### src/rtl/et_pkg.sv
// Shared constants for the elapsed-time counter: address map and word count.
// Assumes a fixed layout of three words per 48-bit value.
package et_pkg;
    localparam int NUM_WORDS = 3;
    localparam int IDX_W     = 2;
    localparam int ADDR_W    = 3;

    localparam logic [ADDR_W-1:0] A_CNT_LO  = 3'd0;
    localparam logic [ADDR_W-1:0] A_CNT_MID = 3'd1;
    localparam logic [ADDR_W-1:0] A_CNT_HI  = 3'd2;
    localparam logic [ADDR_W-1:0] A_STATUS  = 3'd3;
    localparam logic [ADDR_W-1:0] A_CMP_LO  = 3'd4;
    localparam logic [ADDR_W-1:0] A_CMP_MID = 3'd5;
    localparam logic [ADDR_W-1:0] A_CMP_HI  = 3'd6;
endpackage

### src/rtl/et_count.sv
// Elapsed-time counter with staged host load.
// Upper words are staged on write; a write of word 0 loads all words at once
// and takes priority over a tick in the same cycle.
// Assumes wr_idx is one of 0..NUM_WORDS-1 whenever wr_en is high.
module et_count
    import et_pkg::*;
#(
    parameter int WORD_W = 16,
    localparam int CNT_W = WORD_W * NUM_WORDS
) (
    input  logic              clk,
    input  logic              rst_n,
    input  logic              tick,
    input  logic              wr_en,
    input  logic [IDX_W-1:0]  wr_idx,
    input  logic [WORD_W-1:0] wdata,
    output logic [CNT_W-1:0]  cnt
);
    logic [CNT_W-1:0] load_val;
    logic             commit;

    assign commit = wr_en && (wr_idx == '0);
    assign load_val[0 +: WORD_W] = wdata;

    for (genvar i = 1; i < NUM_WORDS; i++) begin : g_stage
        logic [WORD_W-1:0] stage_q;
        // Hold the host's pending upper word until the low word commits
        always_ff @(posedge clk) begin
            if (!rst_n)
                stage_q <= '0;
            else if (wr_en && (wr_idx == IDX_W'(i)))
                stage_q <= wdata;
        end
        assign load_val[i*WORD_W +: WORD_W] = stage_q;
    end

    // Advance on tick, or load the assembled host value
    always_ff @(posedge clk) begin
        if (!rst_n)
            cnt <= '0;
        else if (commit)
            cnt <= load_val;
        else if (tick)
            cnt <= cnt + CNT_W'(1);
    end
endmodule

### src/rtl/et_compare.sv
// Compare value storage and sticky match status.
// Matches against the value the count takes on this tick; an all-zero compare
// value disarms the match. A new match wins over a clear in the same cycle.
module et_compare
    import et_pkg::*;
#(
    parameter int WORD_W = 16,
    localparam int CNT_W = WORD_W * NUM_WORDS
) (
    input  logic              clk,
    input  logic              rst_n,
    input  logic              wr_en,
    input  logic [IDX_W-1:0]  wr_idx,
    input  logic [WORD_W-1:0] wdata,
    input  logic              tick,
    input  logic              commit,
    input  logic [CNT_W-1:0]  cnt,
    input  logic              clr,
    output logic [CNT_W-1:0]  cmp,
    output logic              status
);
    logic hit;

    for (genvar i = 0; i < NUM_WORDS; i++) begin : g_cmp
        // Store one compare word straight from the host
        always_ff @(posedge clk) begin
            if (!rst_n)
                cmp[i*WORD_W +: WORD_W] <= '0;
            else if (wr_en && (wr_idx == IDX_W'(i)))
                cmp[i*WORD_W +: WORD_W] <= wdata;
        end
    end

    assign hit = tick && !commit && (|cmp) && ((cnt + CNT_W'(1)) == cmp);

    // Sticky match flag, write-one-to-clear, set has priority
    always_ff @(posedge clk) begin
        if (!rst_n)
            status <= 1'b0;
        else if (hit)
            status <= 1'b1;
        else if (clr)
            status <= 1'b0;
    end
endmodule

### src/rtl/et_hostif.sv
// Host register decode, read multiplexer and coherent-read shadow.
// Reading the high count word captures the middle and low words; later reads
// of those addresses return the captured copy. Read data is combinational.
module et_hostif
    import et_pkg::*;
#(
    parameter int WORD_W = 16,
    localparam int CNT_W = WORD_W * NUM_WORDS
) (
    input  logic              clk,
    input  logic              rst_n,
    input  logic              bus_rd,
    input  logic              bus_wr,
    input  logic [ADDR_W-1:0] bus_addr,
    input  logic [WORD_W-1:0] bus_wdata,
    input  logic [CNT_W-1:0]  cnt,
    input  logic [CNT_W-1:0]  cmp,
    input  logic              status,
    output logic              cnt_wr,
    output logic              cmp_wr,
    output logic [IDX_W-1:0]  wr_idx,
    output logic              stat_clr,
    output logic [WORD_W-1:0] bus_rdata
);
    logic [WORD_W-1:0] sh_lo;
    logic [WORD_W-1:0] sh_mid;
    logic              word_slot;

    assign wr_idx    = bus_addr[IDX_W-1:0];
    assign word_slot = (wr_idx != IDX_W'(NUM_WORDS));
    assign cnt_wr    = bus_wr && !bus_addr[ADDR_W-1] && word_slot;
    assign cmp_wr    = bus_wr &&  bus_addr[ADDR_W-1] && word_slot;
    assign stat_clr  = bus_wr && (bus_addr == A_STATUS) && bus_wdata[0];

    // Capture the lower words when the host reads the high word
    always_ff @(posedge clk) begin
        if (!rst_n) begin
            sh_lo  <= '0;
            sh_mid <= '0;
        end else if (bus_rd && (bus_addr == A_CNT_HI)) begin
            sh_lo  <= cnt[0 +: WORD_W];
            sh_mid <= cnt[WORD_W +: WORD_W];
        end
    end

    // Select the addressed register for the host
    always_comb begin
        case (bus_addr)
            A_CNT_LO:  bus_rdata = sh_lo;
            A_CNT_MID: bus_rdata = sh_mid;
            A_CNT_HI:  bus_rdata = cnt[2*WORD_W +: WORD_W];
            A_STATUS:  bus_rdata = {{(WORD_W-1){1'b0}}, status};
            A_CMP_LO:  bus_rdata = cmp[0 +: WORD_W];
            A_CMP_MID: bus_rdata = cmp[WORD_W +: WORD_W];
            A_CMP_HI:  bus_rdata = cmp[2*WORD_W +: WORD_W];
            default:   bus_rdata = '0;
        endcase
    end
endmodule

### src/rtl/elapsed_timer.sv
// Top level: 48-bit elapsed-time counter with a compare interrupt.
// Ties host decode, counter and compare together; match_irq is the status bit.
// Assumes tick_en is a single-cycle pulse synchronous to clk.
module elapsed_timer
    import et_pkg::*;
#(
    parameter int WORD_W = 16
) (
    input  logic              clk,
    input  logic              rst_n,
    input  logic              tick_en,
    input  logic              bus_rd,
    input  logic              bus_wr,
    input  logic [2:0]        bus_addr,
    input  logic [WORD_W-1:0] bus_wdata,
    output logic [WORD_W-1:0] bus_rdata,
    output logic              match_irq
);
    localparam int CNT_W = WORD_W * NUM_WORDS;

    logic [CNT_W-1:0] cnt_q;
    logic [CNT_W-1:0] cmp_q;
    logic             stat_q;
    logic             cnt_wr;
    logic             cmp_wr;
    logic             stat_clr;
    logic [IDX_W-1:0] wr_idx;
    logic             commit;

    assign commit    = cnt_wr && (wr_idx == '0);
    assign match_irq = stat_q;

    et_hostif #(.WORD_W(WORD_W)) u_hostif (
        .clk       (clk),
        .rst_n     (rst_n),
        .bus_rd    (bus_rd),
        .bus_wr    (bus_wr),
        .bus_addr  (bus_addr),
        .bus_wdata (bus_wdata),
        .cnt       (cnt_q),
        .cmp       (cmp_q),
        .status    (stat_q),
        .cnt_wr    (cnt_wr),
        .cmp_wr    (cmp_wr),
        .wr_idx    (wr_idx),
        .stat_clr  (stat_clr),
        .bus_rdata (bus_rdata)
    );

    et_count #(.WORD_W(WORD_W)) u_count (
        .clk    (clk),
        .rst_n  (rst_n),
        .tick   (tick_en),
        .wr_en  (cnt_wr),
        .wr_idx (wr_idx),
        .wdata  (bus_wdata),
        .cnt    (cnt_q)
    );

    et_compare #(.WORD_W(WORD_W)) u_compare (
        .clk    (clk),
        .rst_n  (rst_n),
        .wr_en  (cmp_wr),
        .wr_idx (wr_idx),
        .wdata  (bus_wdata),
        .tick   (tick_en),
        .commit (commit),
        .cnt    (cnt_q),
        .clr    (stat_clr),
        .cmp    (cmp_q),
        .status (stat_q)
    );
endmodule

### config.mk
export PLATFORM = sky130hd
export DESIGN_NAME = elapsed_timer
export DESIGN_NICKNAME = d
export VERILOG_FILES = /design/src/rtl/et_pkg.sv /design/src/rtl/et_count.sv /design/src/rtl/et_compare.sv /design/src/rtl/et_hostif.sv /design/src/rtl/elapsed_timer.sv
export SDC_FILE = /design/constraint.sdc
export NUM_CORES = 1
export LEC_CHECK = 0
export ABC_AREA = 0
export BUFFER_PORTS_ARGS = -buffer_cell sky130_fd_sc_hd__buf_2
export CORE_MARGIN = 1
export CORE_UTILIZATION = 30
export DETAILED_ROUTE_END_ITERATION = 10
export PLACE_DENSITY_LB_ADDON = 0.05
export REMOVE_ABC_BUFFERS = 1
export SYNTH_ARGS = -nofsm -noshare
export SYNTH_HDL_FRONTEND = slang
export SYNTH_SLANG_ARGS = --single-unit
### constraint.sdc
create_clock -name clk -period 7.2 [get_ports clk]
set_input_delay 1.44 -clock clk [delete_from_list [all_inputs] [get_ports clk]]
set_output_delay 1.44 -clock clk [all_outputs]
set_load 0.02 [all_outputs]
==> results of run 1 <==
## metrics by stage
stage	power, mW	hold WS, ns
6_report	2.06	0.456
5_1_grt	2.13	0.472
4_1_cts	2.08	0.457
3_5_place_dp	1.15	0.446
3_3_place_gp	1.15	0.443
2_1_floorplan	1.06	0.436
## Yosys cell counts, types with 10 or more instances
cell,n
a22oi_1,47
nor4_1,26
clkbuf_1,90
nor2_1,70
or3_1,10
nand3_1,56
o21ai_0,17
nor3_1,24
dfxtp_1,161
nand4_1,29
xnor2_1,55
a211oi_1,46
nand2_1,272
and3_1,16
a21oi_1,116
xor2_1,57
and4_1,11
## critical path: stages
cell and delay [ns]:
buf_2 0.17, nor3b_2 0.68, buf_4 0.39, a22oi_1 0.12
nand3_1 0.17, buf_2 0.19
## worst max path at each step
stage	from	end	depth (start not counted)	slack (ns)
after global routing	bus_addr[1]	bus_rdata[8]	6	2.49
after global placement	bus_addr[1]	bus_rdata[8]	6	2.60
final	bus_addr[1]	bus_rdata[8]	6	2.60
after floorplan	bus_addr[0]	u_compare.status$_SDFFE_PN0P_	7	2.34
after detailed placement	bus_addr[1]	bus_rdata[8]	6	2.61
after CTS	bus_addr[1]	bus_rdata[8]	6	2.60
## flip-flops by register name (all words and copies together), names as in the netlist
name                     cells
u_hostif.sh_mid             16
u_hostif.sh_lo              16
u_compare.status             1
u_compare.cmp               48
u_count.cnt                 48
u_count.g_stage.stage_q     32
## power by group
group	leakage (nW)	switching [mW]	total [mW]	internal [mW]
Clock	0.278	0.437	0.926	0.489
Combinational	1.71	0.120	0.178	0.0580
Sequential	1.30	0.0448	0.955	0.910
Total	3.29	0.601	2.06	1.46
## logic make-up after synthesis
family | count (synthesis) | synth area share, %
AOI/OAI and AO/OA | 247 | 17.3
xor gates and xnor gates | 112 | 11.1
adders and majority gates | 2 | 0.282
buffers and inverters | 107 | 4.83
DFF | 161 | 36.3
muxes | 5 | 0.564
and+or+nand+nor | 558 | 29.6
## layout make-up
cell class                 instances  share of cell area, %
antenna                            1                 0.0255
clock inverter                    14                   1.53
tap                              384                   4.89
clock buffer                      18                   4.37
inverter                           4                  0.178
multi-input combinational        924                   53.3
timing repair buffer              51                   2.88
sequential                       161                   32.8
## layer usage
metal | share of wire (%) | global-route usage (%) | vias to the layer above
met2 | 45 | 41.4 | 300
met4 | 1.5 | 6.65 | 0
met1 | 48 | 37.9 | 4174
li1 | - | - | 4105
met3 | 5.5 | 3.54 | 34
met5 | 0 | 0 | -
==> results.md, run 1 <==
- Status: finished, final reports clean
- IR drop worst, VDD: between 0.1 and 0.15 mV
- DR DRC count: 0
- HPWL Detailed: 27.5 mm
- Yosys top cell by area: dfxtp_1
- DR vias: 8613
- Die area: 0.0302 mm²
- Gr ovfl total: 0
- Antenna viol nets, final: 0
- CTS max path bufs: 2
- CTS Buf Count: 17
- Hold WC Path Type: reg -> reg
- DRT iter0 DRCs: 1041
- #FFs+latches synth: about 160
- PwrDens: 210 mW/mm²
- Setup-failing EPs final: 0
- Multi-input logic area: roughly 0.0052 mm²
- Worst skew pair latency: 0.45 ns
- Fin Setup TNS: 0 ns
- FF-to-FF Start: u_count.cnt[9]$_SDFFE_PN0P_
- Share of cells above drive strength 1: approximately 8.5%
- Flop2flop setup slack: 3.29 ns
- Hold Violations, Final: 0
- Leak pwr: 3.29 nW
- Commonest non-fill, non-tap cell in the layout: nand2_1
- Htree depth: 4
- Vias in the first global route: 8154
- Slew @ Worst Pin: roughly 1.2 ns
- DR WL/cell: 25.2 µm
- CTS tree: done
- # resized after CTS: 0
- Cell variety after synth: 57
- Dpl ws: around 2.6 ns
- Share of the synthesized area in the top cell type: 36.3%
- RR Endpoint: u_compare.status$_SDFFE_PN0P_
- Crit path DAT: 3.16 ns
- Final Instance Count excl. Fillers: approximately 1600
- Placed inst area: 0.00925 mm²
- Crit path max fanout: 13
- Area contributors post-synth: dfxtp_1 (36%), nand2_1 (12%), a21oi_1 (6.5%)
- Area grow syn2layout: 10.9%
- Final wirelength: 39.2 mm
- WHS Endpoint: u_count.g_stage[2].stage_q[15]$_SDFFE_PN0P_
- WHS Path Cells: 2
- Number of port buffers: 40
- Root buffer cell: clkbuf_16
- Initial core utilization: between 30% and 40%
- Core area: between 0.02 and 0.03 mm²
- First-pass GRT wire length: slightly below 60 mm
- Largest net degree at the start of global routing: 98
- Row cnt: 62
- Clock transition at the registers of the reported paths: 0.07 ns
- Fin area: 0.00983 mm²
- Total Routing Usage GR: 26.4%
- Hold_sp: u_count.g_stage[2].stage_q[15]$_SDFFE_PN0P_
- Final Max Tran Viols: 0
- Main synth FF type: dfxtp_1
- I/O pin count: 41
- Syn_area_per_cell: 7.44 µm²
- Post-synthesis sequential area ratio: 36.3%
- Number of setup buffers added after CTS: 0
- Cell area after synthesis: 0.00887 mm²
- Filler Cells Inserted: 3193
- Finished Core Util: 34.1%
- Placer Congestion: 0.971
- Final nets: around 1200
- Worst endpoint required time: 5.76 ns
- Max Freq: 217 MHz
- Cells on worst reg2reg path: 8
- Chip height: 174 µm
- Critical path class: in -> out
- Worst setup EP type: primary output
- Final Critical Period: about 4.6 ns
- Placed insts: 1524
- CTS Hold Bufs: 0
- DRT Pass-1 Iters: 5
- Max-Cap Viols: 0
- Asr flop ratio synth: 0%
- Most frequent cells in the layout: nand2_1 (270), dfxtp_1 (161), a21oi_1 (116), nor2_1 (70), xor2_1 (57)
- Syn Inst Count: 1192
- Tcrit/Tclk final: 63.9%
- Startpoint type of the worst setup path: input port
- Die Span X: 174 µm
- Worst Clk Skew: 0.0144 ns
- Clock sink total: 161
- Vias per Instance: 5.53
- Min setup slack post-route: 2.60 ns
- Number of synthesis warnings: 0
- RSZ-0062 raised after global routing: false
- Initial antenna violation count: 0
- Max-slew headroom: 21.5%
- Post-synth EDFFs: 0
- Storage cell area: 0.00322 mm²
No activity file was read; power rests on OpenSTA's default activity.
==> run 2, diff against run 1 <==
--- a/config.mk
+++ b/config.mk
@@ -5,7 +5,7 @@
 export SDC_FILE = /design/constraint.sdc
 export NUM_CORES = 1
 export LEC_CHECK = 0
-export ABC_AREA = 0
+export ABC_AREA = 1
 export BUFFER_PORTS_ARGS = -buffer_cell sky130_fd_sc_hd__buf_2
 export CORE_MARGIN = 1
 export CORE_UTILIZATION = 30
==> constraint.sdc (replaced) <==
create_clock -name clk -period 4.3 [get_ports clk]
set_input_delay 0.86 -clock clk [delete_from_list [all_inputs] [get_ports clk]]
set_output_delay 0.86 -clock clk [all_outputs]
set_load 0.02 [all_outputs]
==> run 2 against run 1 <==
Net effect: synthesized cell count increased by 23%; synthesized area increased by 4.5%; sequential power increased by 64%; worst hold slack improved by 0.028 ns; sequential share of layout area decreased by 2.0 points; non-clock buffer count increased by 7; total power increased by 69%; first-iteration DRC count decreased by 5.4%; critical path depth increased by 2; worst setup slack got worse by 1.8 ns.
==> results.md, run 2 <==
- CP cell instances: buf_2 > inv_1 > nor2_1 > inv_1 > nor2_2 > a221oi_1 > o21ai_0 > buf_2
- RSZ-0062 raised after global routing: false
- Number of port buffers: 40 (unchanged)
- Root buffer cell: clkbuf_16
- Setup-failing EPs final: 0 (unchanged)
- Status: finished, final reports clean
- Critical path class: in -> out
- Largest registers: u_compare.cmp x48, u_count.cnt x48, u_count.g_stage.stage_q x32
- Syn Inst Count: 1472 (+23%)
- Leak pwr: 3.90 nW (+18%)
- Worst setup EP type: primary output
- Max-slew headroom: 30.3% (+8.8 points)
- Chip height: 178 µm (+2.2%)
- Clock sink total: 161 (unchanged)
- Total Routing Usage GR: 28.5% (+2.1 points)
- WHS: 0.484 ns (+0.0283 ns)
- Startpoint type of the worst setup path: input port
- Core area: 0.0300 mm² (+4.1%)
- Final nets: 1519 (+28%)
- Share of the synthesized area in the top cell type: 34.8% (-1.6 points)
- Worst skew pair latency: 0.46 ns (about the same)
- Placed inst area: 0.00989 mm² (+6.9%)
- Vias per Instance: 5.27 (-4.8%)
- First-pass GRT wire length: 63.8 mm (+9.9%)
- Hold Violations, Final: 0 (unchanged)
- Row cnt: 63 (+1.6%)
- DR WL/cell: 22.8 µm (-9.5%)
- Final wirelength: 43.2 mm (+10%)
- Fin Setup TNS: 0 ns (unchanged)
- Die Span X: 178 µm (+2.2%)
- #FFs+latches synth: 161 (unchanged)
- Syn_area_per_cell: 6.29 µm² (-15%)
- CTS Buf Count: 17 (unchanged)
- Filler Cells Inserted: 3347 (+4.8%)
- Initial core utilization: 30.9% (+0.12 points)
- Max stage delay cell, worst path: nor2_2
- IR drop worst, VDD: 0.303 mV (+110%)
- Flop2flop setup slack: 1.31 ns (-1.98 ns)
- Area grow syn2layout: 12.9%
- PwrDens: 332 mW/mm² (+59%)
- Placer Congestion: 0.943 (-2.8%)
- Final Critical Period: 3.48 ns
- Worst endpoint required time: 3.44 ns (-2.32 ns)
- Asr flop ratio synth: 0% (unchanged)
- Final Instance Count excl. Fillers: 1896 (+22%)
- DR vias: 9984 (+16%)
- DR DRC count: 0 (unchanged)
- Hold WC Path Type: reg -> reg
- Placed insts: 1864 (+22%)
- Max Freq: 287 MHz
- Critical path's top delay family: simple AND/OR/NAND/NOR gates
- Finished Core Util: 34.8% (+0.76 points)
- Crit path max fanout: 17 (+4)
- Cell variety after synth: 36 (-37%)
- Worst Clk Skew: 0.0101 ns (-0.00432 ns)
- Htree depth: 4 (unchanged)
- Top cells by instance count after synthesis: nand2_1 (429), nor2_1 (180), dfxtp_1 (161)
- Post-synthesis sequential area ratio: 34.8% (-1.6 points)
- # resized after CTS: 0 (unchanged)
- Total power: 3.47 mW (+69%)
- DRT Pass-1 Iters: 9 (+4)
- Gr ovfl total: 0 (unchanged)
- Vias in the first global route: 9198 (+13%)
- I/O pin count: 41 (unchanged)
- Share of cells above drive strength 1: 9.76% (+1.2 points)
- Most frequent cells in the layout: nand2_1 (429), nor2_1 (178), dfxtp_1 (161), inv_1 (127), nand3_1 (117)
- Commonest non-fill, non-tap cell in the layout: nand2_1
- Min setup slack post-route: 0.817 ns (-1.78 ns)
- Antenna viol nets, final: 0 (unchanged)
- Count leader, synth: nand2_1
- CTS tree: done
- DRT iter0 DRCs: 985 (-5.4%)
- Max incr delay on CP: 0.76 ns (+0.08 ns)
- Die area: 0.0316 mm² (+4.4%)
- Number of synthesis warnings: 0 (unchanged)
- Antenna cells: 0 (-1)
- Cell area after synthesis: 0.00927 mm² (+4.5%)
- HPWL Detailed: 32.1 mm (+17%)
- Dpl ws: 0.851 ns (-1.76 ns)
- Buffers and inverters on the worst path: 4 (+1)
- Fin area: 0.0105 mm² (+6.4%)
- Main synth FF type: dfxtp_1
- CTS Hold Bufs: 0 (unchanged)
- Number of setup buffers added after CTS: 0 (unchanged)
- Initial antenna violation count: 0 (unchanged)
- Final Max Tran Viols: 0 (unchanged)
- CTS max path bufs: 2 (unchanged)
- Yosys top cell by area: dfxtp_1
- Max-Cap Viols: 0 (unchanged)
- Post-synth EDFFs: 0 (unchanged)
- Slew @ Worst Pin: 1.04 ns (-0.138 ns)
- Crit path DAT: 2.62 ns (-0.54 ns)
- Area contributors post-synth: dfxtp_1 (35%), nand2_1 (17%), nor2_1 (7.3%)
- Largest net degree at the start of global routing: 74 (-24%)
- Tcrit/Tclk final: 81.0%
- Clock transition at the registers of the reported paths: 0.07 ns (about the same)
run 2: changes by cell type after synthesis, sizes merged, moves of 25 or more:
cell    change
nor4       -27
nor2      +137
nand2     +176
inv       +129
a31oi      +40
a211oi     -44
a21oi      -27
a22oi      -47
xor2       -45
xnor2      -49
nor3       -25
clkbuf     -42
o21ai     +101
nand3      +60
run 2: path summary, 6_finish.rpt:
check | from | to | cells after the start
max | bus_addr[0] | bus_rdata[8] | 8
min | u_count.g_stage[2].stage_q[5]$_SDFFE_PN0P_ | u_count.cnt[37]$_SDFFE_PN0P_ | 2
max reg2reg | u_count.cnt[0]$_SDFFE_PN0P_ | u_compare.status$_SDFFE_PN0P_ | 17
min reg2reg | u_count.g_stage[2].stage_q[5]$_SDFFE_PN0P_ | u_count.cnt[37]$_SDFFE_PN0P_ | 2
run 2: logic make-up (layout without fill, tap and decap cells):
group | Yosys count | after routing | synth area share, %
XOR/XNOR | 20 | 20 | 2.43
flip-flops | 161 | 161 | 34.8
buffers and inverters | 193 | 227 | 7.93
AND/OR/NAND/NOR | 806 | 806 | 37.2
AO/OA/AOI/OAI | 290 | 290 | 17.4
adder cells (fa/ha/maj) | 2 | 2 | 0.270
run 2: where the power goes:
group	switching (mW)	internal, mW	leakage (nW)
logic	0.258	0.0939	2.33
registers	0.0392	1.53	1.31
clock network	0.729	0.821	0.259
run 2: layout make-up:
cell class              instances  area (µm²)  share of cell area (%)
clock buffers                  19         443                    4.23
clock inverters                13         128                    1.22
inverters                     137         514                    4.92
multi-input cells            1118        5310                    50.8
flip-flops and latches        161        3220                    30.8
well taps                     390         488                    4.67
repair buffers                 58         350                    3.35
run 2: metal layers:
| metal | vias up | part of all wire, % | GRT usage (%) |
|---|---|---|---|
| li1 | 4905 | - | - |
| met1 | 4706 | 48 | 41.9 |
| met2 | 334 | 44 | 42.8 |
| met3 | 39 | 7.1 | 4.65 |
| met4 | 0 | 1.6 | 6.37 |
| met5 | - | 0 | 0 |
run 2: worst register-to-register path, stage by stage (launching register included):
cell and delay, ns:
dfxtp_1 0.51, ha_1 0.28, nand3_1 0.30, inv_2 0.25, nand2_4 0.14, nor2_4 0.18
nand2_1 0.07, nand2_1 0.11, nand2_1 0.06, nand2_1 0.07, nand2_1 0.05, nor2_1 0.24
nand2_1 0.08, nor2_1 0.24, nand2_1 0.08, nor2_1 0.11, nand2_1 0.08, a21oi_2 0.11
==> run 3, diff against run 2 <==
--- a/config.mk
+++ b/config.mk
@@ -5,7 +5,7 @@
 export SDC_FILE = /design/constraint.sdc
 export NUM_CORES = 1
 export LEC_CHECK = 0
-export ABC_AREA = 1
+export ABC_AREA = 0
 export BUFFER_PORTS_ARGS = -buffer_cell sky130_fd_sc_hd__buf_2
 export CORE_MARGIN = 1
 export CORE_UTILIZATION = 30
==> constraint.sdc (replaced) <==
create_clock -name clk -period 3.4 [get_ports clk]
set_input_delay 0.68 -clock clk [delete_from_list [all_inputs] [get_ports clk]]
set_output_delay 0.68 -clock clk [all_outputs]
set_load 0.02 [all_outputs]
==> run 3 against run 2 <==
Net effect: via count down 8.9%; clock skew rose by 0.0036 ns; flip-flop and latch count unchanged; critical path depth is 2 higher; non-clock buffer count rose by 56; worst hold slack worse by 0.028 ns; routed wire length fell by 0.62%; worst setup slack got worse by 0.70 ns; clock power up 34%; combinational power rose by 30%; total power is 30% higher; largest power group is now the clock network.
==> results.md, run 3 (synthesis results as in run 1) <==
- Status: finished, final reports clean
- DR vias: 9092 (-8.9%)
- HPWL Detailed: 32.2 mm (+0.20%)
- Startpoint type of the worst setup path: flop
- DR DRC count: 0 (unchanged)
- Final Critical Period: 3.29 ns
- Final Max Tran Viols: 0 (unchanged)
- Antenna cells: 0 (unchanged)
- Crit path max fanout: 8 (-9)
- Chip height: 174 µm (-2.1%)
- CP cell instances: buf_4 > ha_1 > nand3_1 > nor2_1 > nand3b_1 > xnor2_1 > nor4_1 > nand4_1 > or4_1 > o31ai_2
- Worst skew pair latency: 0.44 ns (-0.02 ns)
- Clock sink total: 161 (unchanged)
- Met3 wire length: 2.28 mm (-25%)
- Hold Violations, Final: 0 (unchanged)
- Max-Cap Viols: 0 (unchanged)
- DRT iter0 DRCs: 896 (-9.0%)
- FF-to-FF Start: u_count.cnt[0]$_SDFFE_PN0P_
- Critical path's top delay family: simple AND/OR/NAND/NOR gates
- Root buffer cell: clkbuf_16
- Critical Path Start: u_count.cnt[0]$_SDFFE_PN0P_
- Top sig layer: met4
- Placer Congestion: 0.969 (+2.7%)
- Clock power share: 45.8% (+1.2 points)
- Tcrit/Tclk final: 96.7%
- Setup-failing EPs final: 0 (unchanged)
- Row cnt: 62 (-1.6%)
- Fin area: 0.0104 mm² (-0.53%)
- P_int: 3.26 mW (+33%)
- CTS max path bufs: 2 (unchanged)
- Max stage delay cell, worst path: or4_1
- Largest registers: u_compare.cmp x48, u_count.cnt x48, u_count.g_stage.stage_q x32
- Leak pwr: 3.66 nW (-6.0%)
- Vias per Instance: 5.62 (+6.7%)
- Met2 WL post-DR: 18.9 mm (+0.61%)
- Clock transition at the registers of the reported paths: 0.07 ns (about the same)
- Placed insts: 1586 (-15%)
- Sequential power share: 44.1% (-1.2 points)
- DRT met1 WL: 20.8 mm (+0.50%)
- Htree depth: 4 (unchanged)
- Max Freq: 304 MHz
- Worst Clk Skew: 0.0137 ns (+0.00360 ns)
- Area grow syn2layout: 17.3%
- Initial core utilization: 30.7% (-0.12 points)
- Worst setup EP type: flop
- Slew @ Worst Pin: 1.01 ns (-0.0283 ns)
- Core area: 0.0289 mm² (-3.9%)
- Placed inst area: 0.00979 mm² (-1.0%)
- Max-slew headroom: 32.4% (+2.2 points)
- Most frequent cells in the layout: nand2_1 (271), dfxtp_1 (161), a21oi_1 (116), nor2_1 (69), buf_4 (68)
- Initial antenna violation count: 0 (unchanged)
- Max incr delay on CP: 0.55 ns (-0.21 ns)
- Gr ovfl total: 0 (unchanged)
- Crit path DAT: 3.65 ns (+1.03 ns)
- DR WL/cell: 26.6 µm (+16%)
- Final nets: 1248 (-18%)
- Critical path class: reg -> reg
- Vias in the first global route: 8745 (-4.9%)
- Hold WC Path Type: reg -> reg
- Number of port buffers: 40 (unchanged)
- Buffers and inverters on the worst path: 1 (-3)
- Hold_sp: u_hostif.sh_lo[7]$_SDFFE_PN0P_
- Worst endpoint required time: 3.76 ns (+0.32 ns)
- Sw Ratio: 27.9% (-1.6 points)
- IR drop worst, VDD: 0.298 mV (-1.4%)
- Largest net degree at the start of global routing: 97 (+31%)
- CTS tree: done
- Die area: 0.0302 mm² (-4.2%)
- CTS Hold Bufs: 0 (unchanged)
- First-pass GRT wire length: 62.6 mm (-1.8%)
- Share of cells above drive strength 1: 13.0% (+3.3 points)
- Die Span X: 174 µm (-2.1%)
- Psw: 1.26 mW (+23%)
- Commonest non-fill, non-tap cell in the layout: nand2_1
- DRT Pass-1 Iters: 6 (-3)
- PwrDens: 435 mW/mm² (+31%)
- Antenna viol nets, final: 0 (unchanged)
- RSZ-0062 raised after global routing: false
- Final Instance Count excl. Fillers: 1618 (-15%)
- I/O pin count: 41 (unchanged)
- CTS Buf Count: 17 (unchanged)
- Final wirelength: 43.0 mm (-0.62%)
- Total Routing Usage GR: 28.8% (+0.34 points)
- Combinational share of power: 10.1% (about the same)
## run 3: layout make-up
cell class              instances  area [µm²]
clock buffers                  20         447
clock inverters                11         153
fillers                      3191       18500
inverters                       4        17.5
multi-input cells             924        5250
flip-flops and latches        161        3220
well taps                     384         480
repair buffers                114         831
## run 3: what timing repair did
action | 4_1_cts | 5_1_grt
resized for setup | 0 | 2
endpoints found under the hold margin | 0 | 0
buffers inserted | 0 | 1
setup endpoints to repair | 0 | 1
## run 3: through the flow
| step | hold slack (ns) | util (%) | setup TNS (ns) | setup WS [ns] | power (mW) |
|---|---|---|---|---|---|
| finish | 0.456 | 36.1 | 0 | 0.113 | 4.52 |
| global route | 0.475 | 36.1 | 0 | 0.0339 | 4.67 |
| CTS | 0.457 | 36.0 | 0 | 0.0343 | 4.55 |
| detailed placement | 0.447 | 33.9 | 0 | 0.0990 | 2.49 |
| global placement | 0.443 | 33.9 | 0 | 0.0247 | 2.49 |
| floorplan | 0.436 | - | -21.91 | -0.696 | 2.24 |
## run 3: power by group through the flow
stage,sequential (mW),combinational (mW),clock [mW]
5_1_grt,2.00,0.490,2.18
6_report,1.99,0.457,2.07
2_1_floorplan,2.02,0.213,0
3_5_place_dp,2.04,0.452,0
4_1_cts,1.99,0.454,2.10
3_3_place_gp,2.03,0.457,0
## run 3: final timing paths
kind | to | cells past startpoint | slack (ns)
hold reg to reg | u_hostif.sh_lo[7]$_SDFFE_PN0P_ | 2 | 0.46
setup reg to reg | u_compare.status$_SDFFE_PN0P_ | 10 | 0.11
setup / recovery | u_compare.status$_SDFFE_PN0P_ | 10 | 0.11
hold / removal | u_hostif.sh_lo[7]$_SDFFE_PN0P_ | 2 | 0.46
## run 3: per-layer routing
metal	global-route usage [%]	vias to the layer above
met2	44.1	308
met3	4.40	54
met4	8.11	0
met5	0	-
li1	-	4217
met1	41.6	4513
## run 3: worst reg2reg max path, cell delays in order, from the launching register on
cell      delay, ns
dfxtp_1        0.34
buf_4          0.18
ha_1           0.30
nand3_1        0.29
nor2_1         0.44
nand3b_1       0.19
xnor2_1        0.16
nor4_1         0.45
nand4_1        0.13
or4_1          0.55
o31ai_2        0.18
